### src/rtl/wkrtc_pkg.sv
package wkrtc_pkg;
  localparam int BUS_W  = 32;
  localparam int ADDR_W = 5;

  localparam logic [ADDR_W-1:0] OFF_CTRL = 5'h04;
  localparam logic [ADDR_W-1:0] OFF_STAT = 5'h08;
  localparam logic [ADDR_W-1:0] OFF_CNT  = 5'h0C;
  localparam logic [ADDR_W-1:0] OFF_PER  = 5'h10;
  localparam logic [ADDR_W-1:0] OFF_ALM  = 5'h14;

  // control field positions (software decodes these)
  localparam int B_RUN    = 31;
  localparam int B_ALM_IE = 30;
  localparam int B_ROV_EN = 28;
  localparam int B_PER_EN = 15;
  localparam int B_PER_IE = 14;
  localparam int B_SEL_LO = 12;
  localparam int B_D512   = 11;
  localparam int B_D32    = 10;

  // status field positions
  localparam int S_ALM  = 29;
  localparam int S_BUSY = 18;
  localparam int S_PER  = 13;
  localparam int S_ROV  = 10;

  typedef struct packed {
    logic       run;
    logic       alm_ie;
    logic       rov_en;
    logic       per_en;
    logic       per_ie;
    logic [1:0] sel;
    logic       d512;
    logic       d32;
  } ctrl_t;
endpackage

### src/rtl/wkrtc_prescale.sv
module wkrtc_prescale #(
  parameter int SEL_W      = 2,
  parameter int PRE_A_LOG2 = 9,
  parameter int PRE_B_LOG2 = 5
) (
  input  logic                  clk,
  input  logic                  rst,
  input  logic [(1<<SEL_W)-1:0] src_en,
  input  logic [SEL_W-1:0]      sel,
  input  logic                  run,
  input  logic                  use_a,
  input  logic                  use_b,
  input  logic                  restart,
  output logic                  tick
);
  logic [PRE_A_LOG2-1:0] cnt_a;
  logic [PRE_B_LOG2-1:0] cnt_b;
  logic src_hit, a_out;

  assign src_hit = run & src_en[sel];
  // first stage (divide by 2^PRE_A_LOG2) feeds the second stage
  assign a_out   = src_hit & (~use_a | (&cnt_a));
  assign tick    = a_out & (~use_b | (&cnt_b));

  always_ff @(posedge clk) begin
    if (rst || restart) begin
      cnt_a <= '0;
      cnt_b <= '0;
    end else begin
      if (src_hit && use_a) cnt_a <= cnt_a + 1'b1;
      if (a_out && use_b)   cnt_b <= cnt_b + 1'b1;
    end
  end
endmodule

### src/rtl/wkrtc_events.sv
module wkrtc_events #(
  parameter int CNT_W      = 32,
  parameter int SYNC_TICKS = 3,
  parameter int ALM_MIN    = 4
) (
  input  logic             clk,
  input  logic             rst,
  input  logic             tick,
  input  logic             restart,
  input  logic             rov_en,
  input  logic             per_en,
  input  logic [CNT_W-1:0] per_val,
  input  logic [CNT_W-1:0] alm_val,
  input  logic             alm_load,
  output logic [CNT_W-1:0] cnt,
  output logic             ev_alm,
  output logic             ev_per,
  output logic             ev_rov,
  output logic             sync_busy
);
  localparam int SYNC_W = $clog2(SYNC_TICKS + 1);

  logic [CNT_W-1:0]  cnt_nxt;
  logic [SYNC_W-1:0] sync_cnt;

  assign cnt_nxt   = cnt + CNT_W'(1);
  assign ev_rov    = tick & rov_en & (&cnt);
  assign ev_per    = tick & per_en & (cnt_nxt == per_val);
  assign ev_alm    = tick & (alm_val >= CNT_W'(ALM_MIN)) & (cnt_nxt == alm_val);
  assign sync_busy = (sync_cnt != '0);

  always_ff @(posedge clk) begin
    if (rst || restart) cnt <= '0;
    else if (tick)      cnt <= cnt_nxt;
  end

  always_ff @(posedge clk) begin
    if (rst)                           sync_cnt <= '0;
    else if (alm_load)                 sync_cnt <= SYNC_W'(SYNC_TICKS);
    else if (tick && sync_cnt != '0)   sync_cnt <= sync_cnt - 1'b1;
  end

  // counter holds without a tick
  a_r2_hold: assert property (@(posedge clk) disable iff (rst)
    (!tick && !restart) |=> $stable(cnt));
  // one step per tick, wrapping at all ones
  a_r2_step: assert property (@(posedge clk) disable iff (rst)
    (tick && !restart) |=> (cnt == CNT_W'($past(cnt) + 1'b1)));
endmodule

### src/rtl/wkrtc_top.sv
module wkrtc_top #(
  parameter int CNT_W      = 32,
  parameter int PRE_A_LOG2 = 9,
  parameter int PRE_B_LOG2 = 5,
  parameter int SYNC_TICKS = 3,
  parameter int ALM_MIN    = 4
) (
  input  logic        clk,
  input  logic        rst,
  input  logic [3:0]  src_en,
  input  logic        bus_wr,
  input  logic        bus_rd,
  input  logic [4:0]  bus_addr,
  input  logic [31:0] bus_wdata,
  output logic [31:0] bus_rdata,
  output logic        irq
);
  import wkrtc_pkg::*;

  ctrl_t            ctrl;
  logic             st_alm, st_per, st_rov;
  logic [CNT_W-1:0] per_val, alm_val, cnt;
  logic             tick, restart, sync_busy, alm_load;
  logic             ev_alm, ev_per, ev_rov;
  logic             wr_ctrl, wr_stat, wr_per, wr_alm;
  logic [3:0]       new_cfg;
  logic [BUS_W-1:0] ctrl_word, stat_word;

  assign wr_ctrl  = bus_wr && (bus_addr == OFF_CTRL);
  assign wr_stat  = bus_wr && (bus_addr == OFF_STAT);
  assign wr_per   = bus_wr && (bus_addr == OFF_PER);
  assign wr_alm   = bus_wr && (bus_addr == OFF_ALM);
  assign alm_load = wr_alm && !sync_busy;
  assign new_cfg  = {bus_wdata[B_SEL_LO +: 2], bus_wdata[B_D512], bus_wdata[B_D32]};
  assign restart  = wr_ctrl && !ctrl.run && (new_cfg != {ctrl.sel, ctrl.d512, ctrl.d32});

  wkrtc_prescale #(.SEL_W(2), .PRE_A_LOG2(PRE_A_LOG2), .PRE_B_LOG2(PRE_B_LOG2)) u_pre (
    .clk(clk), .rst(rst), .src_en(src_en), .sel(ctrl.sel), .run(ctrl.run),
    .use_a(ctrl.d512), .use_b(ctrl.d32), .restart(restart), .tick(tick)
  );

  wkrtc_events #(.CNT_W(CNT_W), .SYNC_TICKS(SYNC_TICKS), .ALM_MIN(ALM_MIN)) u_ev (
    .clk(clk), .rst(rst), .tick(tick), .restart(restart), .rov_en(ctrl.rov_en),
    .per_en(ctrl.per_en), .per_val(per_val), .alm_val(alm_val), .alm_load(alm_load),
    .cnt(cnt), .ev_alm(ev_alm), .ev_per(ev_per), .ev_rov(ev_rov), .sync_busy(sync_busy)
  );

  // control register: clock fields frozen while counting
  always_ff @(posedge clk) begin
    if (rst) begin
      ctrl <= '0;
    end else if (wr_ctrl) begin
      ctrl.run    <= bus_wdata[B_RUN];
      ctrl.alm_ie <= bus_wdata[B_ALM_IE];
      ctrl.rov_en <= bus_wdata[B_ROV_EN];
      ctrl.per_en <= bus_wdata[B_PER_EN];
      ctrl.per_ie <= bus_wdata[B_PER_IE];
      if (!ctrl.run) {ctrl.sel, ctrl.d512, ctrl.d32} <= new_cfg;
    end
  end

  // compare registers
  always_ff @(posedge clk) begin
    if (rst) begin
      per_val <= '0;
      alm_val <= '0;
    end else begin
      if (wr_per)   per_val <= bus_wdata[CNT_W-1:0];
      if (alm_load) alm_val <= bus_wdata[CNT_W-1:0];
    end
  end

  // sticky flags, set beats clear
  always_ff @(posedge clk) begin
    if (rst) begin
      st_alm <= 1'b0;
      st_per <= 1'b0;
      st_rov <= 1'b0;
    end else begin
      st_alm <= ev_alm | (st_alm & ~(wr_stat & bus_wdata[S_ALM]));
      st_per <= ev_per | (st_per & ~(wr_stat & bus_wdata[S_PER]));
      st_rov <= ev_rov | (st_rov & ~(wr_stat & bus_wdata[S_ROV]));
    end
  end

  always_comb begin
    ctrl_word = '0;
    ctrl_word[B_RUN]         = ctrl.run;
    ctrl_word[B_ALM_IE]      = ctrl.alm_ie;
    ctrl_word[B_ROV_EN]      = ctrl.rov_en;
    ctrl_word[B_PER_EN]      = ctrl.per_en;
    ctrl_word[B_PER_IE]      = ctrl.per_ie;
    ctrl_word[B_SEL_LO +: 2] = ctrl.sel;
    ctrl_word[B_D512]        = ctrl.d512;
    ctrl_word[B_D32]         = ctrl.d32;
    stat_word = '0;
    stat_word[S_ALM]  = st_alm;
    stat_word[S_BUSY] = sync_busy;
    stat_word[S_PER]  = st_per;
    stat_word[S_ROV]  = st_rov;
  end

  always_ff @(posedge clk) begin
    if (rst) begin
      bus_rdata <= '0;
      irq       <= 1'b0;
    end else begin
      irq <= ((st_alm | st_rov) & ctrl.alm_ie) | (st_per & ctrl.per_ie);
      if (bus_rd) begin
        case (bus_addr)
          OFF_CTRL: bus_rdata <= ctrl_word;
          OFF_STAT: bus_rdata <= stat_word;
          OFF_CNT:  bus_rdata <= BUS_W'(cnt);
          OFF_PER:  bus_rdata <= BUS_W'(per_val);
          OFF_ALM:  bus_rdata <= BUS_W'(alm_val);
          default:  bus_rdata <= '0;
        endcase
      end
    end
  end

  // clock configuration cannot move while counting
  a_r6_cfg_frozen: assert property (@(posedge clk) disable iff (rst)
    ctrl.run |=> $stable({ctrl.sel, ctrl.d512, ctrl.d32}));
  // wrap with rollover detection enabled leaves the flag set
  a_r7_rov_flag: assert property (@(posedge clk) disable iff (rst)
    (tick && (&cnt) && ctrl.rov_en) |=> st_rov);
  // alarm writes inside the sync window are dropped
  a_r9_busy_blocks: assert property (@(posedge clk) disable iff (rst)
    (wr_alm && sync_busy) |=> $stable(alm_val));
  // with both enables effectively off, no request follows
  a_r11_irq_masked: assert property (@(posedge clk) disable iff (rst)
    (!ctrl.alm_ie && !(st_per && ctrl.per_ie)) |=> !irq);
endmodule

### config.mk
export PLATFORM = sky130hd
export DESIGN_NAME = wkrtc_top
export DESIGN_NICKNAME = d
export VERILOG_FILES = /design/src/rtl/wkrtc_pkg.sv /design/src/rtl/wkrtc_prescale.sv /design/src/rtl/wkrtc_events.sv /design/src/rtl/wkrtc_top.sv
export SDC_FILE = /design/constraint.sdc
export NUM_CORES = 1
export LEC_CHECK = 0
export ABC_AREA = 1
export BUFFER_PORTS_ARGS = -buffer_cell sky130_fd_sc_hd__buf_2
export CORE_ASPECT_RATIO = 0.6
export CORE_MARGIN = 2
export CORE_UTILIZATION = 37
export DETAILED_ROUTE_END_ITERATION = 12
export PLACE_DENSITY = 0.58
export SYNTH_ARGS = -nofsm -noshare
export SYNTH_HDL_FRONTEND = slang
export SYNTH_SLANG_ARGS = --single-unit
### constraint.sdc
create_clock -name clk -period 2.4 [get_ports clk]
set_input_delay 0.12 -clock clk [delete_from_list [all_inputs] [get_ports clk]]
set_output_delay 0.12 -clock clk [all_outputs]
set_load 0.01 [all_outputs]
== After elaboration in Yosys (flattened, before gate mapping) ==
Cells that the tools add are included.

* Add/subtract/negate cells: 4
* Multipliers: 0
* Divide/modulo/power cells: 0
* Magnitude comparators: 2
* Equal/unequal tests: 8
* Shift-type cells: 0
* Multiplexer cells: 5
* Bitwise logic cells: 30
* Reductions and logical operators: 19

{| class="wikitable"
|+ Operators with widths
! operator !! number
|-
| $pmux W32 S5 || 1
|-
| $eq A32 B32 Y1 || 2
|-
| $add A32 B1 Y32 const B || 1
|-
| $ge A32 B3 Y1 const B || 1
|-
| $reduce_and A32 Y1 || 1
|-
| $and A1 B1 Y1 || 17
|-
| $eq A5 B4 Y1 const B || 2
|-
| $eq A5 B5 Y1 const B || 2
|-
| $logic_and A1 B1 Y1 || 10
|-
| $add A9 B1 Y9 const B || 1
|-
| $reduce_and A9 Y1 || 1
|-
| $or A1 B1 Y1 || 7
|-
| $not A1 Y1 || 6
|-
| $add A5 B1 Y5 const B || 1
|-
| $eq A5 B3 Y1 const B || 1
|-
| $reduce_and A5 Y1 || 1
|-
| $mux W2 || 2
|-
| $ne A4 B4 Y1 || 1
|-
| $reduce_bool A2 Y1 || 2
|-
| $lt A2 B3 Y1 const B || 1
|-
| $bmux W1 S2 || 1
|-
| $logic_not A1 Y1 || 2
|-
| $reduce_and A2 Y1 || 1
|-
| $sub A2 B1 Y2 const B || 1
|-
| 2 further kinds || 2
|}

* Register bits after elaboration: 157
* Bits in latches: 0
* Bits in writable memories: 0
* ROM bits: 0
* Input bits: 45
* Output and inout port bits: 33
* Word-level logic and storage cells: 87
* Memories kept: 0

== Longest topological paths before layout ==
Gate-level depths: netlist of the first run.

* Depth after elaboration: 8
* Mapped depth: 16
* Mapped depth without buffers: 16

== Cells and area by module ==
From an unflattened synthesis of the first run, not the netlist that was laid out.

* Cell total of the unflattened synthesis: 1,483
* Area total of the unflattened synthesis: 9,327.7 um^2

{| class="wikitable"
|+ By module, submodules not included
! module !! times used !! cells an instance !! area an instance (um^2) !! sequential area each (um^2)
|-
| wkrtc_top || 1 || 661 || 4,733.3 || 2,182.1
|-
| wkrtc_events || 1 || 701 || 3,744.8 || 680.7
|-
| wkrtc_prescale || 1 || 121 || 849.6 || 280.3
|}

== Worst setup path before layout of the first run ==
No wires, ideal clock.

* Path kind: reg-to-reg
* Start point: register u_pre.cnt_a[0]
* End point: register u_ev.cnt[31]
* Library setup time: 70 ps
* Data arrival time: 1,932 ps
* Data required time: 2,330 ps
* Slack: 398 ps
* Stages on the path, launching flop included: 13
* Path buffers: 2
* Clock period less this slack: 2,002 ps
* Cell sequence: dfxtp_1 -> ha_1 -> nand3_1 -> nor3_1 -> ha_1 -> or2_2 -> nand3_1 -> nor2_1 -> inv_1 -> buf_2 -> clkbuf_1 -> o21ai_0 -> a21oi_1

* Longest elaborated chain between the ends: 4

{| class="wikitable"
|+ Ends and longest elaborated chain
! item !! RTL line !! RTL
|-
| from (decl) || wkrtc_prescale.sv:16 || <nowiki>logic [PRE_A_LOG2-1:0] cnt_a;</nowiki>
|-
| from (signal assigned) || wkrtc_prescale.sv:30 || <nowiki>if (src_hit && use_a) cnt_a <= cnt_a + 1'b1;</nowiki>
|-
| $reduce_and A9 Y1 || wkrtc_prescale.sv:22 || <nowiki>assign a_out = src_hit & (~use_a | (&cnt_a));</nowiki>
|-
| $or A1 B1 Y1 || wkrtc_prescale.sv:22 ||
|-
| $and A1 B1 Y1 || wkrtc_prescale.sv:22 ||
|-
| $and A1 B1 Y1 || wkrtc_prescale.sv:23 || <nowiki>assign tick = a_out & (~use_b | (&cnt_b));</nowiki>
|-
| to (signal assigned) || wkrtc_events.sv:34 || <nowiki>else if (tick) cnt <= cnt_nxt;</nowiki>
|-
| to (decl) || wkrtc_events.sv:15 || <nowiki>output logic [CNT_W-1:0] cnt,</nowiki>
|}

No other way between the ends.
A chain may end at the register's enable or synchronous reset.

== Worst setup path in the final report of the first run ==
* Start point: register u_ev.cnt[1]
* End point: register st_per

* Longest elaborated chain between the ends: 4

{| class="wikitable"
|+ Ends and longest elaborated chain
! item !! RTL line !! RTL
|-
| $add A32 B1 Y32 || wkrtc_events.sv:26 || <nowiki>assign cnt_nxt = cnt + CNT_W'(1);</nowiki>
|-
| $eq A32 B32 Y1 || wkrtc_events.sv:28 || <nowiki>assign ev_per = tick & per_en & (cnt_nxt == per_val);</nowiki>
|-
| $and A1 B1 Y1 || wkrtc_events.sv:28 ||
|-
| $or A1 B1 Y1 || wkrtc_top.sv:81 || <nowiki>st_per <= ev_per | (st_per & ~(wr_stat & bus_wdata[S_PER]));</nowiki>
|-
| to (signal assigned) || wkrtc_top.sv:81 ||
|-
| to (decl) || wkrtc_top.sv:21 || <nowiki>logic st_alm, st_per, st_rov;</nowiki>
|}

No other way between the ends.

==> impl_results.md, run 1 <==
* Status: finished, final reports clean
* Hold WC Path Type: in2reg
* DRT Pass-1 Iters at 5
* CTS tree: yes
* Crit. End Element: flop
* DP Worst Slack at 0.04861 ns
* Initial Utilization at around 38%
* Setup-failing EPs final at 0
* Clk Latency, worst-skew pair at between 0.4 and 0.5 ns
* Final instance area at 10,490 um^2
* Chip width at 201.6 um
* Register area share after synthesis at 36.26%
* Setup WS post-layout at approximately 0.18 ns
* Asr flop ratio synth at 0%
* DRC Markers at 0
* Hold Vio Cnt, Final at 0
* CTS Sinks at 157
* Mean post-synth cell area at roughly 6.5 um^2
* VDD IR-drop max at 0.0005241 V
* CTS Buf Count at 17
* Post-DP Area at 9558 um^2
* # diodes at 0
* CORE AREA at 23,030 um^2
* FP Rows at 43
* Buffers plus inverters on the worst setup path at 0
* Fin Setup TNS at 0 ns
* Largest family of logic cells by synthesized area: simple AND/OR/NAND/NOR gates
* Final Critical Period at ~2.2 ns
* GRT overflow at 0
* Commonest non-fill, non-tap cells in the layout: nand2_1 (339), nor2_1 (181), dfxtp_1 (156)
* WHS at 0.02836 ns
* Die ar. at approximately 25,000 um^2
* Tcrit/Tclk final at 92.39%
* #FFs+latches synth at 157
* Total GRT Usage at 26.72%
* RD Place Congestion at 0.9580
* Gate Count Post-Synth at between 1,000 and 1,500
* Post-Syn Area at roughly 8700 um^2
* Post-DRT Antenna Nets at 0
* Synth cell types at 37
* Layout fillers at 2,457
* Starting DRT DRC Count at 1,073
* Yosys warnings at 0
* F_max at 0.4510 GHz
* Die Span Y at 122.6 um
* Worst Path Required at 2.78 ns
* Main synth FF type: dfxtp_1
* Worst-path cell chain: ha_2, nand2_2, nor2_4, nand2_1, nor2_4, nand2_1, nand2_1, nand2_1, nand2_1, nand2_1, nor2_1, nand2_1, nor2_2, nand3_1, a21oi_1
* Post-synth EDFFs at 0
* Crit path max-delay family: simple AND/OR/NAND/NOR gates
* Most Frequent Cell on Critical Path: nand2_1
* Startpoint Class: flop
* Pleak at 4.267 nW
* Nets at 1,512
* Max-cap violations at 0
* Root Buffer: clkbuf_16
* DP Wirelength at 24.25 mm
* Initial antenna violation count at 1
* Largest net degree at the start of global routing at 112
* Slowest stage delay, CP at about 0.38 ns
* Clock Path Buffers at 2
* Area Overhead vs Synth at 20.98%
* Clock slew at reported path FFs at ~0.070 ns
* Post-synthesis mux area share at 0%
* Relative slew slack at 24.49%
* First-pass GRT wire length at 49.24 mm
* Share of layout cells above drive strength 1 at 13.16%
* Syn_nets at 1,391
* Vias in the first global route at 8,349
* H-Tree Depth at 4
* Via count at 9,468
* Via/cell ratio at 5.292
* CP arrival at 2.60 ns
* # IOs at 78
* Max Slew Vio Count at 0
* Post-synthesis simple-gate area fraction at 34.00%
* Port Buffers at 77
* Crit path max fanout at 6
* Synth Area in Compound Gates at a little under a fifth
* Commonest non-fill, non-tap cell in the layout: nand2_1
* Routed Wire Length at 32.67 mm
* CP max stage cell: dfxtp_1
* Xor/xnor cell area share of the yosys netlist at 1.415%
* Worst Setup Path Type: reg2reg
* P per Cell Area at around 540 nW/um^2
* Slew of the pin with the lowest slew margin at 1.131 ns
* Synth Area in Adders at 0.8662%
* Avg WL per Cell at 18.26 um
* Worst Skew at 0.01203 ns
-- final cells by class --
cell class | count | area [um^2] | area share, %
multi-input cells | 975 | 4752 | 45.32
flip-flops and latches | 157 | 3144 | 29.99
repair buffers | 151 | 1049 | 10.00
inverters | 159 | 596.8 | 5.692
clock buffers | 19 | 442.9 | 4.224
well taps | 315 | 394.1 | 3.759
clock inverters | 13 | 106.4 | 1.014
-- final timing paths --
| check | depth (start not counted) | endpoint | slack [ns] | start |
|---|---|---|---|---|
| worst max-delay path | 15 | st_per | 0.18 | u_ev.cnt[1] |
| worst max register to register | 15 | st_per | 0.18 | u_ev.cnt[1] |
| worst min-delay path | 3 | alm_val[10] | 0.03 | bus_wdata[10] |
| worst min register to register | 2 | bus_rdata[23] | 0.47 | bus_rdata[23] |
-- layer usage --
| layer | track usage (%) | routed length [um] | vias up |
|---|---|---|---|
| met5 | 0 | 11 | - |
| met4 | 6.066 | 367 | 2 |
| met3 | 11.39 | 4605 | 30 |
| met2 | 31.57 | 11010 | 503 |
| met1 | 42.02 | 16680 | 4265 |
| li1 | - | - | 4668 |
-- through the flow --
step / utilization [%] / power, mW / std cells
2_1_floorplan: - / 2.878 / 1340
3_3_place_gp: 41.51 / 3.025 / 1722
3_5_place_dp: 41.51 / 3.024 / 1722
4_1_cts: 45.28 / 5.652 / 1786
5_1_grt: 45.53 / 5.798 / 1789
6_report: 45.53 / 5.628 / 1789
-- cells in the mapped netlist (8+ instances only) --
library cell	count	area [um^2]
nand2_1	340	1276
nor2_1	183	686.9
dfxtp_1	157	3143
inv_1	152	570.6
nand3_1	131	655.6
a21oi_1	78	390.4
a211oi_1	70	525.5
o21ai_0	60	300.3
clkbuf_1	38	142.6
o22ai_1	29	181.4
o221ai_1	11	96.34
nand2_2	8	50.05
-- power breakdown --
| part | switching (mW) | internal, mW |
|---|---|---|
| Sequential | 0.0199 | 2.63 |
| Clock | 1.24 | 1.37 |
| Combinational | 0.240 | 0.132 |
-- what timing repair did --
| action | in CTS | in global routing |
|---|---|---|
| setup buffers | 0 | 3 |
| setup endpoints to repair | 0 | 34 |
| resized for setup | 0 | 11 |
| endpoints found under the hold margin | 63 | 0 |
| hold buffers | 32 | 0 |
-- cells by family (layout without fill, tap and decap cells) --
| kind of cell | count (synthesis) | after routing |
|---|---|---|
| buffers and inverters | 208 | 342 |
| DFF | 157 | 157 |
| xor gates and xnor gates | 14 | 14 |
| and+or+nand+nor | 695 | 695 |
| adders and majority gates | 6 | 6 |
| AOI/OAI and AO/OA | 260 | 260 |
-- worst register-to-register path: cells and delay by family (launching register included) --
family / cells / cell delay, ns
flip-flops: 1 / 0.38
adder cells (fa/ha/maj): 1 / 0.23
AND/OR/NAND/NOR: 13 / 1.42
AO/OA/AOI/OAI: 1 / 0.12
-- state kept, by name, summed over array words and instances (netlist names) --
name	cells
st_rov	1
irq	1
alm_val	32
st_per	1
bus_rdata	32
ctrl	9
u_pre.cnt_a	9
u_ev.cnt	32
u_pre.cnt_b	5
st_alm	1
u_ev.sync_cnt	2
per_val	32
No activity file was read; power rests on OpenSTA's default activity.
==> run 2, diff against run 1 <==
--- a/config.mk
+++ b/config.mk
@@ -14,4 +14,5 @@
 export PLACE_DENSITY = 0.58
 export SYNTH_ARGS = -nofsm -noshare
 export SYNTH_HDL_FRONTEND = slang
+export SYNTH_HIERARCHICAL = 1
 export SYNTH_SLANG_ARGS = --single-unit
==> impl_results.md, run 2 <==
* Setup crit start: u_pre/cnt_a[1] (was u_ev.cnt[1])
* Asr flop ratio synth at 0% (unchanged)
* Launching point of the worst reg2reg path: u_pre/cnt_a[1] (was u_ev.cnt[1])
* # diodes at 0 (unchanged)
* Post-DP Area at 10,710 um^2 (was 9558 um^2)
* Post-layout util at 47.91% (was 45.53%)
* Final instance area at 11,710 um^2 (was 10,490 um^2)
* Worst Path Required at 2.78 ns (about the same)
* Crit path max fanout at 3 (was 6)
* Status: complete, but fails checks (was finished, final reports clean)
* Clock slew at reported path FFs at 0.07 ns (about the same)
* First-pass GRT wire length at 54.28 mm (was 49.24 mm)
* Post-Syn Area at 9328 um^2 (was 8667 um^2)
* Yosys warnings at 6 (was 0)
* Initial Utilization at 38.16% (was 37.64%)
* Tcrit/Tclk final at 107.2% (was 92.39%)
* Routed Wire Length at 35.65 mm (was 32.67 mm)
* Crit. End Element: flop (unchanged)
* Placed Instances at 1,931 (was 1,722)
* Avg WL per Cell at 17.83 um (was 18.26 um)
* RD Place Congestion at 0.9528 (was 0.9580)
* CP arrival at 2.96 ns (was 2.60 ns)
* Main synth FF type: dfxtp_1 (unchanged)
* #FFs+latches synth at 157 (unchanged)
* Via/cell ratio at 5.203 (was 5.292)
* Synth top area cells: dfxtp_1 (34%), nand2_1 (20%), inv_1 (6.0%) (was dfxtp_1 (36%), nand2_1 (15%), nor2_1 (7.9%))
* Initial antenna violation count at 0 (was 1)
* Hold WC Path Type: in2reg (unchanged)
* GRT overflow at 0 (unchanged)
* Area leader, netlist: dfxtp_1 (unchanged)
* Worst Skew at 0.01148 ns (was 0.01203 ns)
* F_max at 0.3886 GHz (was 0.4510 GHz)
* DRT Pass-1 Iters at 5 (unchanged)
* Slew of the pin with the lowest slew margin at 0.6476 ns (was 1.131 ns)
* Commonest non-fill, non-tap cells in the layout: nand2_1 (485), dfxtp_1 (153), inv_1 (149) (was nand2_1 (339), nor2_1 (181), dfxtp_1 (156))
* CORE AREA at 24,440 um^2 (was 23,030 um^2)
* Failing checks: setup timing
* P per Cell Area at 509.6 nW/um^2 (was 536.7 nW/um^2)
* Vias in the first global route at 9,346 (was 8,349)
* Hold Vio Cnt, Final at 0 (unchanged)
* Gate Count Post-Synth at 1,483 (was 1,340)
* FP Rows at 44 (was 43)
* Setup WS post-layout at -0.1731 ns (was 0.1826 ns)
* DRC Markers at 0 (unchanged)
* Root Buffer: clkbuf_16 (unchanged)
* Die ar. at 26,540 um^2 (was 24,700 um^2)
* Post-DRT Antenna Nets at 0 (unchanged)
* Die Span Y at 127.0 um (was 122.6 um)
* Synth cell types at 44 (was 37)
* Port Buffers at 77 (unchanged)
* Share of the synthesized area in the top cell type at 33.70% (was 36.26%)
* Clock Path Buffers at 2 (unchanged)
* Post-synth EDFFs at 0 (unchanged)
* Pleak at 5.115 nW (was 4.267 nW)
* Relative slew slack at 56.83% (was 24.49%)
* CTS tree: yes (unchanged)
* Worst Setup Path Type: reg2reg (unchanged)
* Syn_nets at 1,534 (was 1,391)
* VDD IR-drop max at 0.0003827 V (was 0.0005241 V)
* Final Critical Period at 2.573 ns (was 2.217 ns)
* # IOs at 78 (unchanged)
* Max Slew Vio Count at 0 (unchanged)
* Chip width at 209.0 um (was 201.6 um)
* H-Tree Depth at 4 (unchanged)
* Count leader, synth: nand2_1 (unchanged)
* Via count at 10,400 (was 9,468)
* Startpoint Class: flop (unchanged)
* Max-cap violations at 0 (unchanged)
* Mean post-synth cell area at 6.290 um^2 (was 6.468 um^2)
* Register area share after synthesis at 33.70% (was 36.26%)
* Commonest non-fill, non-tap cell in the layout: nand2_1 (unchanged)
* CTS Buf Count at 17 (unchanged)
* Share of layout cells above drive strength 1 at 17.65% (was 13.16%)
* Top post-synthesis cells by count: nand2_1 (485), dfxtp_1 (157), inv_1 (149) (was nand2_1 (340), nor2_1 (183), dfxtp_1 (157))
* CTS Sinks at 157 (unchanged)
* Setup-failing EPs final at 2 (was 0)
* RSZ-0062 raised after global routing: yes
* Area Overhead vs Synth at 25.54% (was 20.98%)
* DP Worst Slack at -0.2322 ns (was 0.04861 ns)
* Min-delay src: bus_wdata[29] (was bus_wdata[10])
* Starting DRT DRC Count at 922 (was 1,073)
* DP Wirelength at 27.56 mm (was 24.25 mm)
* Fin Setup TNS at -0.2708 ns (was 0 ns)
* Final Non-Filler Cells at 1,999 (was 1,789)
* Nets at 1,715 (was 1,512)
* Clk Latency, worst-skew pair at 0.45 ns (about the same)
* Largest net degree at the start of global routing at 57 (was 112)
* Total GRT Usage at 27.05% (was 26.72%)
-- run 2: cell types whose count changed in the layout (fill, tap and decap cells not counted), moves of 27 or more --
cell      previous run  this run
nand2_1            339       485
buf_4               41       115
a211oi_1            70        12
nor2_1             181       135
nand4_1              7        52
a21oi_1             78       109
nand3_1            131       101
o22ai_1             29         0
nor3_1               3        31
nor4_1               0        27
-- run 2: worst max-delay path: stages, from the launching register on --
cell	delay [ns]
dfxtp_2	0.35
ha_4	0.14
nand4_1	0.11
nor3_2	0.19
ha_2	0.18
or2_4	0.10
nor3b_2	0.14
buf_4	0.15
nand2_1	0.05
o21bai_1	0.15
nor2_1	0.10
nand3_1	0.08
nor2_1	0.11
nand2_1	0.06
nor2_1	0.09
nand2_1	0.06
nor2_1	0.11
nand3_1	0.09
nor2_2	0.08
inv_1	0.05
a21oi_2	0.10
-- run 2: logic make-up after synthesis --
group,Yosys count,synth area share [%]
and+or+nand+nor,903,44.02
buffers and inverters,224,9.497
AOI/OAI and AO/OA,175,10.14
DFF,157,33.70
xor gates and xnor gates,18,1.838
adders and majority gates,6,0.8048
-- run 2: path summary, 6_finish.rpt --
kind,end,cells after the start,slack (ns)
worst max-delay path,st_per,20,-0.17
worst max register to register,st_per,20,-0.17
worst min-delay path,alm_val[29],3,0.1
worst min register to register,bus_rdata[23],2,0.46
-- run 2: where the power goes --
group          internal (mW)  total (mW)  switching, mW  leakage (nW)
Clock                   1.66        2.90           1.23         0.298
Combinational          0.145       0.425          0.280          3.55
Sequential              2.62        2.65         0.0245          1.27
-- run 2: per-layer routing --
| metal | track usage [%] | vias to the layer above | part of all wire (%) |
|---|---|---|---|
| li1 | - | 5177 | - |
| met1 | 42.48 | 4782 | 52 |
| met2 | 35.80 | 416 | 38 |
| met3 | 6.613 | 25 | 9.0 |
| met4 | 6.975 | 0 | 1.4 |
| met5 | 0 | - | 0 |
-- run 2: layout make-up --
cell class	count	area [um^2]
Clock inverter	14	182.7
Fill cell	2559	12730
Multi-Input combinational cell	1102	5343
Inverter	161	610.6
Sequential cell	157	3148
Clock buffer	18	429.2
Tap cell	322	402.9
Timing Repair Buffer	225	1594
-- run 2: per-stage QoR --
step                power [mW]  hold WS, ns
global route             6.153      0.08711
CTS                      5.997      0.06820
global placement         3.072       0.3924
detailed placement       3.073       0.3937
finish                   5.968      0.09812
floorplan                2.897       0.1891
-- run 2: timing repair --
item                       CTS  global route
buffers inserted             2             1
pin swaps                    3             3
setup endpoints to repair    3             4
resized for setup            2             5
hold buffers                33             0
hold endpoints to repair    65             0
